===== config.mk =====
export PLATFORM = sky130hd
export DESIGN_NAME = adc_dig_corr
export DESIGN_NICKNAME = d
export VERILOG_FILES = /design/src/rtl/adcfix_pkg.sv /design/src/rtl/adc_corr_ctrl.sv /design/src/rtl/adc_corr_dp.sv /design/src/rtl/adc_dig_corr.sv
export SDC_FILE = /design/constraint.sdc
export NUM_CORES = 1
export LEC_CHECK = 0
export BUFFER_PORTS_ARGS = -buffer_cell sky130_fd_sc_hd__buf_2
export CAP_MARGIN = 20
export CORE_ASPECT_RATIO = 1.75
export CORE_MARGIN = 5
export CORE_UTILIZATION = 53
export CTS_BUF_LIST = sky130_fd_sc_hd__clkbuf_4 sky130_fd_sc_hd__clkbuf_8 sky130_fd_sc_hd__clkbuf_16
export DETAILED_ROUTE_END_ITERATION = 10
export GPL_TIMING_DRIVEN = 0
export HOLD_SLACK_MARGIN = 0.03
export PLACE_DENSITY = 0.84
export REMOVE_ABC_BUFFERS = 1
export SLEW_MARGIN = 20
export SYNTH_ARGS = -nofsm -noshare
export SYNTH_HDL_FRONTEND = slang
export SYNTH_HIERARCHICAL = 1
export SYNTH_SLANG_ARGS = --single-unit

===== constraint.sdc =====
create_clock -name clk -period 2.55 [get_ports clk]
set_clock_uncertainty 0.05 [all_clocks]
set_input_delay 0.51 -clock clk [delete_from_list [all_inputs] [get_ports clk]]
set_output_delay 0.51 -clock clk [all_outputs]
set_load 0.01 [all_outputs]

===== src/rtl/adcfix_pkg.sv =====
package adcfix_pkg;

  // Strobes passed from the sequencing control to the datapath.
  typedef struct packed {
    logic load;   // aligned decisions form a valid sample this cycle
    logic twos;   // emit two's-complement coding for that sample
  } ctlStrobe_t;

  // Stage decisions carry three legal levels; the fourth encoding folds to the top level.
  function automatic logic [1:0] clampDecision(input logic [1:0] raw);
    return (raw == 2'd3) ? 2'd2 : raw;
  endfunction

endpackage


===== src/rtl/adc_corr_ctrl.sv =====
module adc_corr_ctrl
  import adcfix_pkg::*;
#(
  parameter int NUM_STAGES = 6
) (
  input  logic       clk,
  input  logic       rstN,
  input  logic       sampleValid,
  input  logic       twosSel,
  output ctlStrobe_t ctl,
  output logic       codeValid
);

  // One tap per pipeline cycle; tap NUM_STAGES-2 lines up with the last stage decision.
  logic [NUM_STAGES-1:0] validPipe;

  always_ff @(posedge clk or negedge rstN) begin
    if (!rstN) begin
      validPipe <= '0;
    end else begin
      validPipe <= {validPipe[NUM_STAGES-2:0], sampleValid};
    end
  end

  always_comb begin
    ctl.load = validPipe[NUM_STAGES-2];
    ctl.twos = twosSel;
  end

  assign codeValid = validPipe[NUM_STAGES-1];

  // every load is reported as a valid output on the next edge
  p_load_to_valid_r2: assert property (@(posedge clk) disable iff (!rstN)
    ctl.load |=> codeValid);

  // no valid output without a load one cycle earlier
  p_valid_origin_r9: assert property (@(posedge clk) disable iff (!rstN)
    codeValid |-> $past(ctl.load));

endmodule


===== src/rtl/adc_corr_dp.sv =====
module adc_corr_dp
  import adcfix_pkg::*;
#(
  parameter int NUM_STAGES = 6,
  parameter int OUT_BITS   = NUM_STAGES + 2
) (
  input  logic                    clk,
  input  logic                    rstN,
  input  logic [2*NUM_STAGES-1:0] stageCodes,
  input  logic [1:0]              flashCode,
  input  ctlStrobe_t              ctl,
  output logic [OUT_BITS-1:0]     codeOut
);

  localparam int SUM_BITS = OUT_BITS + 1;
  localparam logic [SUM_BITS-1:0] MAX_CODE = SUM_BITS'((1 << OUT_BITS) - 1);

  logic [1:0] aligned [NUM_STAGES];

  // Staggered alignment: stage gi+1 waits NUM_STAGES-1-gi cycles.
  for (genvar gi = 0; gi < NUM_STAGES; gi++) begin : g_stage
    localparam int DLY = NUM_STAGES - 1 - gi;
    logic [1:0] legalCode;
    assign legalCode = clampDecision(stageCodes[2*gi +: 2]);

    if (DLY == 0) begin : g_direct
      assign aligned[gi] = legalCode;
    end else begin : g_delay
      logic [1:0] pipe [DLY];
      always_ff @(posedge clk or negedge rstN) begin
        if (!rstN) begin
          for (int j = 0; j < DLY; j++) pipe[j] <= 2'd0;
        end else begin
          pipe[0] <= legalCode;
          for (int j = 1; j < DLY; j++) pipe[j] <= pipe[j-1];
        end
      end
      assign aligned[gi] = pipe[DLY-1];
    end
  end

  // Overlapping-weight accumulation: stage gi+1 weighs 2^(NUM_STAGES-gi).
  logic [SUM_BITS-1:0] sumWide;
  logic [OUT_BITS-1:0] satCode;

  always_comb begin
    sumWide = SUM_BITS'(flashCode);
    for (int i = 0; i < NUM_STAGES; i++) begin
      sumWide = sumWide + (SUM_BITS'(aligned[i]) << (NUM_STAGES - i));
    end
    satCode = (sumWide > MAX_CODE) ? MAX_CODE[OUT_BITS-1:0] : sumWide[OUT_BITS-1:0];
  end

  always_ff @(posedge clk or negedge rstN) begin
    if (!rstN) begin
      codeOut <= '0;
    end else if (ctl.load) begin
      codeOut <= ctl.twos ? {~satCode[OUT_BITS-1], satCode[OUT_BITS-2:0]} : satCode;
    end
  end

  // Helpers for end-of-range checks
  logic allTop, allBottom;
  always_comb begin
    allTop    = (flashCode == 2'd3);
    allBottom = (flashCode == 2'd0);
    for (int i = 0; i < NUM_STAGES; i++) begin
      allTop    = allTop    && (aligned[i] == 2'd2);
      allBottom = allBottom && (aligned[i] == 2'd0);
    end
  end

  // output register holds whenever no sample is loaded
  p_hold_r8: assert property (@(posedge clk) disable iff (!rstN)
    !ctl.load |=> $stable(codeOut));

  // all-top decisions give full scale in offset binary
  p_full_scale_r4: assert property (@(posedge clk) disable iff (!rstN)
    (ctl.load && !ctl.twos && allTop) |=> (codeOut == '1));

  // all-bottom decisions give code zero in offset binary
  p_zero_scale_r4: assert property (@(posedge clk) disable iff (!rstN)
    (ctl.load && !ctl.twos && allBottom) |=> (codeOut == '0));

  // two's-complement zero-scale gives the most negative code
  p_twos_floor_r7: assert property (@(posedge clk) disable iff (!rstN)
    (ctl.load && ctl.twos && allBottom) |=> (codeOut == {1'b1, {(OUT_BITS-1){1'b0}}}));

endmodule


===== src/rtl/adc_dig_corr.sv =====
module adc_dig_corr
  import adcfix_pkg::*;
#(
  parameter int NUM_STAGES = 6,
  localparam int OUT_BITS  = NUM_STAGES + 2
) (
  input  logic                    clk,
  input  logic                    rstN,
  input  logic                    sampleValid,
  input  logic [2*NUM_STAGES-1:0] stageCodes,
  input  logic [1:0]              flashCode,
  input  logic                    twosSel,
  output logic                    codeValid,
  output logic [OUT_BITS-1:0]     codeOut
);

  ctlStrobe_t ctl;

  adc_corr_ctrl #(.NUM_STAGES(NUM_STAGES)) u_ctrl (
    .clk         (clk),
    .rstN        (rstN),
    .sampleValid (sampleValid),
    .twosSel     (twosSel),
    .ctl         (ctl),
    .codeValid   (codeValid)
  );

  adc_corr_dp #(.NUM_STAGES(NUM_STAGES), .OUT_BITS(OUT_BITS)) u_dp (
    .clk        (clk),
    .rstN       (rstN),
    .stageCodes (stageCodes),
    .flashCode  (flashCode),
    .ctl        (ctl),
    .codeOut    (codeOut)
  );

endmodule


Word level (Yosys, flattened, before mapping)
Cells that the tools add are included.
- add/sub/neg operators: 6
- order comparisons: 1
- equal/unequal tests: 6
- mux-type cells: 8
- bitwise logic cells: 1
- operator list (operator ; number):
    $mux W8 ; 2
    $eq A2 B2 Y1 const B ; 6
    $mux W2 ; 6
    $add A2 B8 Y9 ; 1
    $add A9 B3 Y9 ; 1
    $add A9 B4 Y9 ; 1
    $add A9 B5 Y9 ; 1
    $add A9 B6 Y9 ; 1
    $add A9 B7 Y9 ; 1
    $gt A9 B8 Y1 const B ; 1
    $not A1 Y1 ; 1
- flip-flop bits (word level): 44
- bits of input ports: 18
- logic and storage cells: 39

Depth between registers and ports, before layout
- word-level depth: 10
- depth in mapped cells: 9
- mapped depth without buffers: 9

By module
The synthesis kept the hierarchy.
- by module, submodules not included (module ; times used ; cells each ; area an instance (um^2) ; sequential area each (um^2)):
    adc_corr_dp ; 1 ; 109 ; 1407.6 ; 950.9
    adc_corr_ctrl ; 1 ; 8 ; 165.2 ; 150.1

Worst setup path after synthesis
No wires, ideal clock.
- path kind: input-to-reg
- from: input port stageCodes[11]
- to: register u_dp.codeOut[7]
- library setup time: 0.142 ns
- data arrival time: 1.839 ns
- slack: 0.519 ns
- cell stages on the path: 7
- path buffers: 1
- cell sequence: clkbuf_1 > ha_1 > a211oi_2 > o21ai_2 > or3b_1 > a31oi_1 > o221ai_1
- longest elaborated chain between the ends: 7
- ends and longest elaborated chain (item ; line ; text):
    start, declared ; adc_dig_corr.sv:10 ; input logic [2*NUM_STAGES-1:0] stageCodes,
    $eq A2 B2 Y1 ; adcfix_pkg.sv:11 ; return (raw == 2'd3) ? 2'd2 : raw;
    $mux W2 (*) ; adcfix_pkg.sv:11 ;
    $add A9 B3 Y9 (*) ; adc_corr_dp.sv:49 ; sumWide = sumWide + (SUM_BITS'(aligned[i]) << (NUM_STAGES - i));
    $gt A9 B8 Y1 ; adc_corr_dp.sv:51 ; satCode = (sumWide > MAX_CODE) ? MAX_CODE[OUT_BITS-1:0] : sumWide[OUT_BITS-1:0];
    $mux W8 (*) ; adc_corr_dp.sv:51 ;
    $not A1 Y1 ; adc_corr_dp.sv:58 ; codeOut <= ctl.twos ? {~satCode[OUT_BITS-1], satCode[OUT_BITS-2:0]} : satCode;
    $mux W8 (*) ; adc_corr_dp.sv:58 ;
    end signal, assigned ; adc_corr_dp.sv:58 ;
    end, declared ; adc_corr_dp.sv:12 ; output logic [OUT_BITS-1:0] codeOut
Every way passes the cells marked *; elsewhere a longest branch is shown, timed or not.
A chain may end at the register's enable or synchronous reset.

Worst setup path in the final report
- from: register u_dp/g_stage[4].g_delay.pipe[0] (netlist bit)
- to: register u_dp.codeOut[7]
- longest elaborated chain between the ends: 6
- ends and longest elaborated chain (item ; line ; text):
    start, declared ; adc_corr_dp.sv:29 ; logic [1:0] pipe [DLY];
    $add A9 B4 Y9 (*) ; adc_corr_dp.sv:49 ;
    $add A9 B3 Y9 (*) ; adc_corr_dp.sv:49 ;
    $gt A9 B8 Y1 ; adc_corr_dp.sv:51 ;
    $mux W8 (*) ; adc_corr_dp.sv:51 ;
    $not A1 Y1 ; adc_corr_dp.sv:58 ;
    $mux W8 (*) ; adc_corr_dp.sv:58 ;
Marked as above.

==> out/metrics.yaml <==
power:
  cellLeakagePower_nw: 0.894
  power_mw: 1.33
  ir_drop_v: 0.000479
  p_per_area_nw_per_um2: 745
  seqPwrFrac_pct: 57.6
  combPwrFrac_pct: 10.4
  p_switching_mw: 0.306
  clockPowerShare_pct: 31.9
  switching_share_pct: 23.0
  intPower_mw: 1.02
worst_setup_path:
  worst-endpoint-arrival_ns: 2.10
  start_kind: "flop"
  cp.required_ns: 2.65
  cp_num_buf_inv: 0
  crit_fanout: 4
  crit_path_max_incr_delay_ns: 0.39
  cp_slowest_cell: "dfrtp_1"
  critPathTopFamily: "compound AO/OA/AOI/OAI gates"
  path_cells: "ha_1 > a211oi_2 > o21ai_2 > or3b_1 > a31oi_1 > o221ai_1"
  critPathKind: "flop to flop"
  endpoint_kind: "flop"
  r2r-start: "u_dp/g_stage[4].g_delay.pipe[0]"
  startpoint: "u_dp/g_stage[4].g_delay.pipe[0]"
timing:
  worst_slack_ns: 0.556
  fin_crit_ns: 1.99
  slew_viol_final: 0
  max_slew_margin_pct: 41.1
  setup-tns-final_ns: 0
  max_freq_mhz: 502
  setup_viol: 0
  tightest_slew_ns: 0.883
  min_period_over_period_pct: 78.2
  final_hold_viol_count: 0
  rsz0062_at_grt: "no"
synthesis:
  yosys_warnings: 6
  synth-seq-area-share_pct: 70.0
  syn_area_sq_um: 1570
  synth_top_area_share_pct: 70.0
  yosysTopAreaCell: "dfrtp_1"
  yosysUniqueCellTypes: 27
  ys_top_cells_by_area: "dfrtp_1, ha_1, a31oi_1"
  syn_area_per_cell_sq_um: 13.4
  ys_ff_latch: 44
  netlist_instances: 117
cts:
  clkTransAtPathRegs_ns: 0.07
  cts.path.max_buffers: 2
  cts_hold_buf: 0
  clock_latency_ns: 0.29
  numClockSinks: 44
  cts_root_buffer: "clkbuf_8"
  cts_setup_buffers: 0
  cts_tree: "done"
  cts_resized: 0
  cts_buffers: 5
  cts_max_level: 2
detailed_routing:
  num_vias: 918
  drt-total-wl_mm: 2.18
  drtIter0Drc: 11
  routedWlPerCell_um: 12.9
  drt_pass1_iterations: 4
  drtAntennaViolNets: 0
  vias_per_cell: 5.43
  drc: 0
global_routing:
  grt_max_degree: 45
  grt_usage_pct: 13.2
  grt_first_pass_wirelength_mm: 3.94
  first_global_vias: 983
  antenna_found_initial: 0
  gr-total-overflow: 0
place:
  hpwl_mm: 1.52
  dpl_worst_slack_ns: 0.339
  gp_congestion: 0.789
  portBuffers: 26
cells_and_area:
  antenna_cells: 0
  area_delta_synth_final_pct: 13.4
  drive_above_1_share_pct: 26.2
  fillers: 237
  fin_nets: 165
die:
  dieHeight_um: 82.1
  io_pins: 27
  die_area_sq_um: 4200
  dieWidth_um: 51.2
  start_util_pct: 54.3
  rows: 26
  core-area_sq_um: 2900
status:
  outcome: "completed"
hold_path:
  hp-class: "primary input to asynchronous set/reset pin"
flow_run:
  maxCapViolations: 0
-- routing by layer --
metal	vias up	track usage [%]	share of wire, %
met5	-	0	0
met2	40	22.1	52
met3	16	4.72	7.9
li1	425	-	-
met4	0	11.9	6.6
met1	437	12.2	34
-- cell families (layout without fill, tap and decap cells) --
kind of cell	after synthesis	in the layout	share of synthesized area [%]
simple gates	24	24	7.72
flops	44	44	70.0
xor+xnor	4	4	2.23
fa+ha+maj	7	7	6.05
compound gates	21	21	9.39
buf+inv	17	41	4.61
-- cells in the final DEF, fill, tap and decap left out, types with 2 or more instances in the layout --
| master | synthesis | final |
|---|---|---|
| buf_2 | 1 | 26 |
| nand2_1 | 4 | 4 |
| dfrtp_1 | 44 | 44 |
| clkbuf_8 | 0 | 6 |
| nor2_1 | 8 | 8 |
| a21oi_1 | 3 | 3 |
| a31oi_1 | 8 | 8 |
| nor2b_1 | 6 | 6 |
| a21o_1 | 3 | 3 |
| nand3_1 | 2 | 2 |
| clkinv_2 | 0 | 2 |
| inv_1 | 7 | 7 |
| ha_1 | 6 | 6 |
| xor2_1 | 3 | 3 |
-- worst paths after layout --
path                                                        end  slack, ns  cells after the start
max in group asynchronous                       u_dp/aligned[4]       1.61                      1
worst max-delay path                            u_dp/codeOut[7]       0.56                      6
worst min register to register  u_dp/g_stage[2].g_delay.pipe[3]       0.29                      0
worst max register to register                  u_dp/codeOut[7]       0.56                      6
worst min-delay path                            u_dp/codeOut[7]       0.28                      1
min in group clk                            u_ctrl/validPipe[0]       0.28                      1
-- area by class of cell --
class | count | area, sq um | area share [%]
timing repair buffer | 26 | 130 | 7.29
tap | 28 | 35.0 | 1.96
sequential | 44 | 1100 | 61.7
clock buffer | 6 | 82.6 | 4.63
multi-input combinational | 56 | 399 | 22.4
inverter | 7 | 26.3 | 1.47
clock inverter | 2 | 10.0 | 0.561
-- state kept, by name, indices dropped and copies added (netlist names) --
name	flops
u_dp/aligned	8
u_dp/codeOut	8
u_dp/g_stage.g_delay.pipe	22
u_ctrl/validPipe	6
-- power by group through the flow --
stage,registers (mW),clock network (mW),logic [mW]
2_1_floorplan,0.789,0,0.0683
3_3_place_gp,0.778,0,0.134
3_5_place_dp,0.781,0,0.139
4_1_cts,0.767,0.448,0.140
5_1_grt,0.773,0.473,0.157
6_report,0.766,0.425,0.138
-- through the flow --
| stage | utilization [%] | hold WS (ns) | cells | area (sq um) |
|---|---|---|---|---|
| 2_1_floorplan | - | 0.164 | 107 | 1530 |
| 3_3_place_gp | 58.4 | 0.282 | 161 | 1690 |
| 3_5_place_dp | 58.4 | 0.285 | 161 | 1690 |
| 4_1_cts | 61.6 | 0.259 | 169 | 1780 |
| 5_1_grt | 61.6 | 0.271 | 169 | 1780 |
| 6_report | 61.6 | 0.275 | 169 | 1780 |
-- synth_stat cells (all sizes together) --
master  number
inv          7
a31oi        8
a21o         4
o211ai       1
xor2         3
a21oi        3
or3          1
clkbuf       7
or3b         1
nand3        2
buf          3
ha           6
a221oi       1
nor2b        6
and2b        1
fa           1
xnor2        1
and3         1
o21ai        2
nor2         8
a211oi       1
dfrtp       44
o221ai       1
nand2        4
No activity file was read; power rests on OpenSTA's default activity.
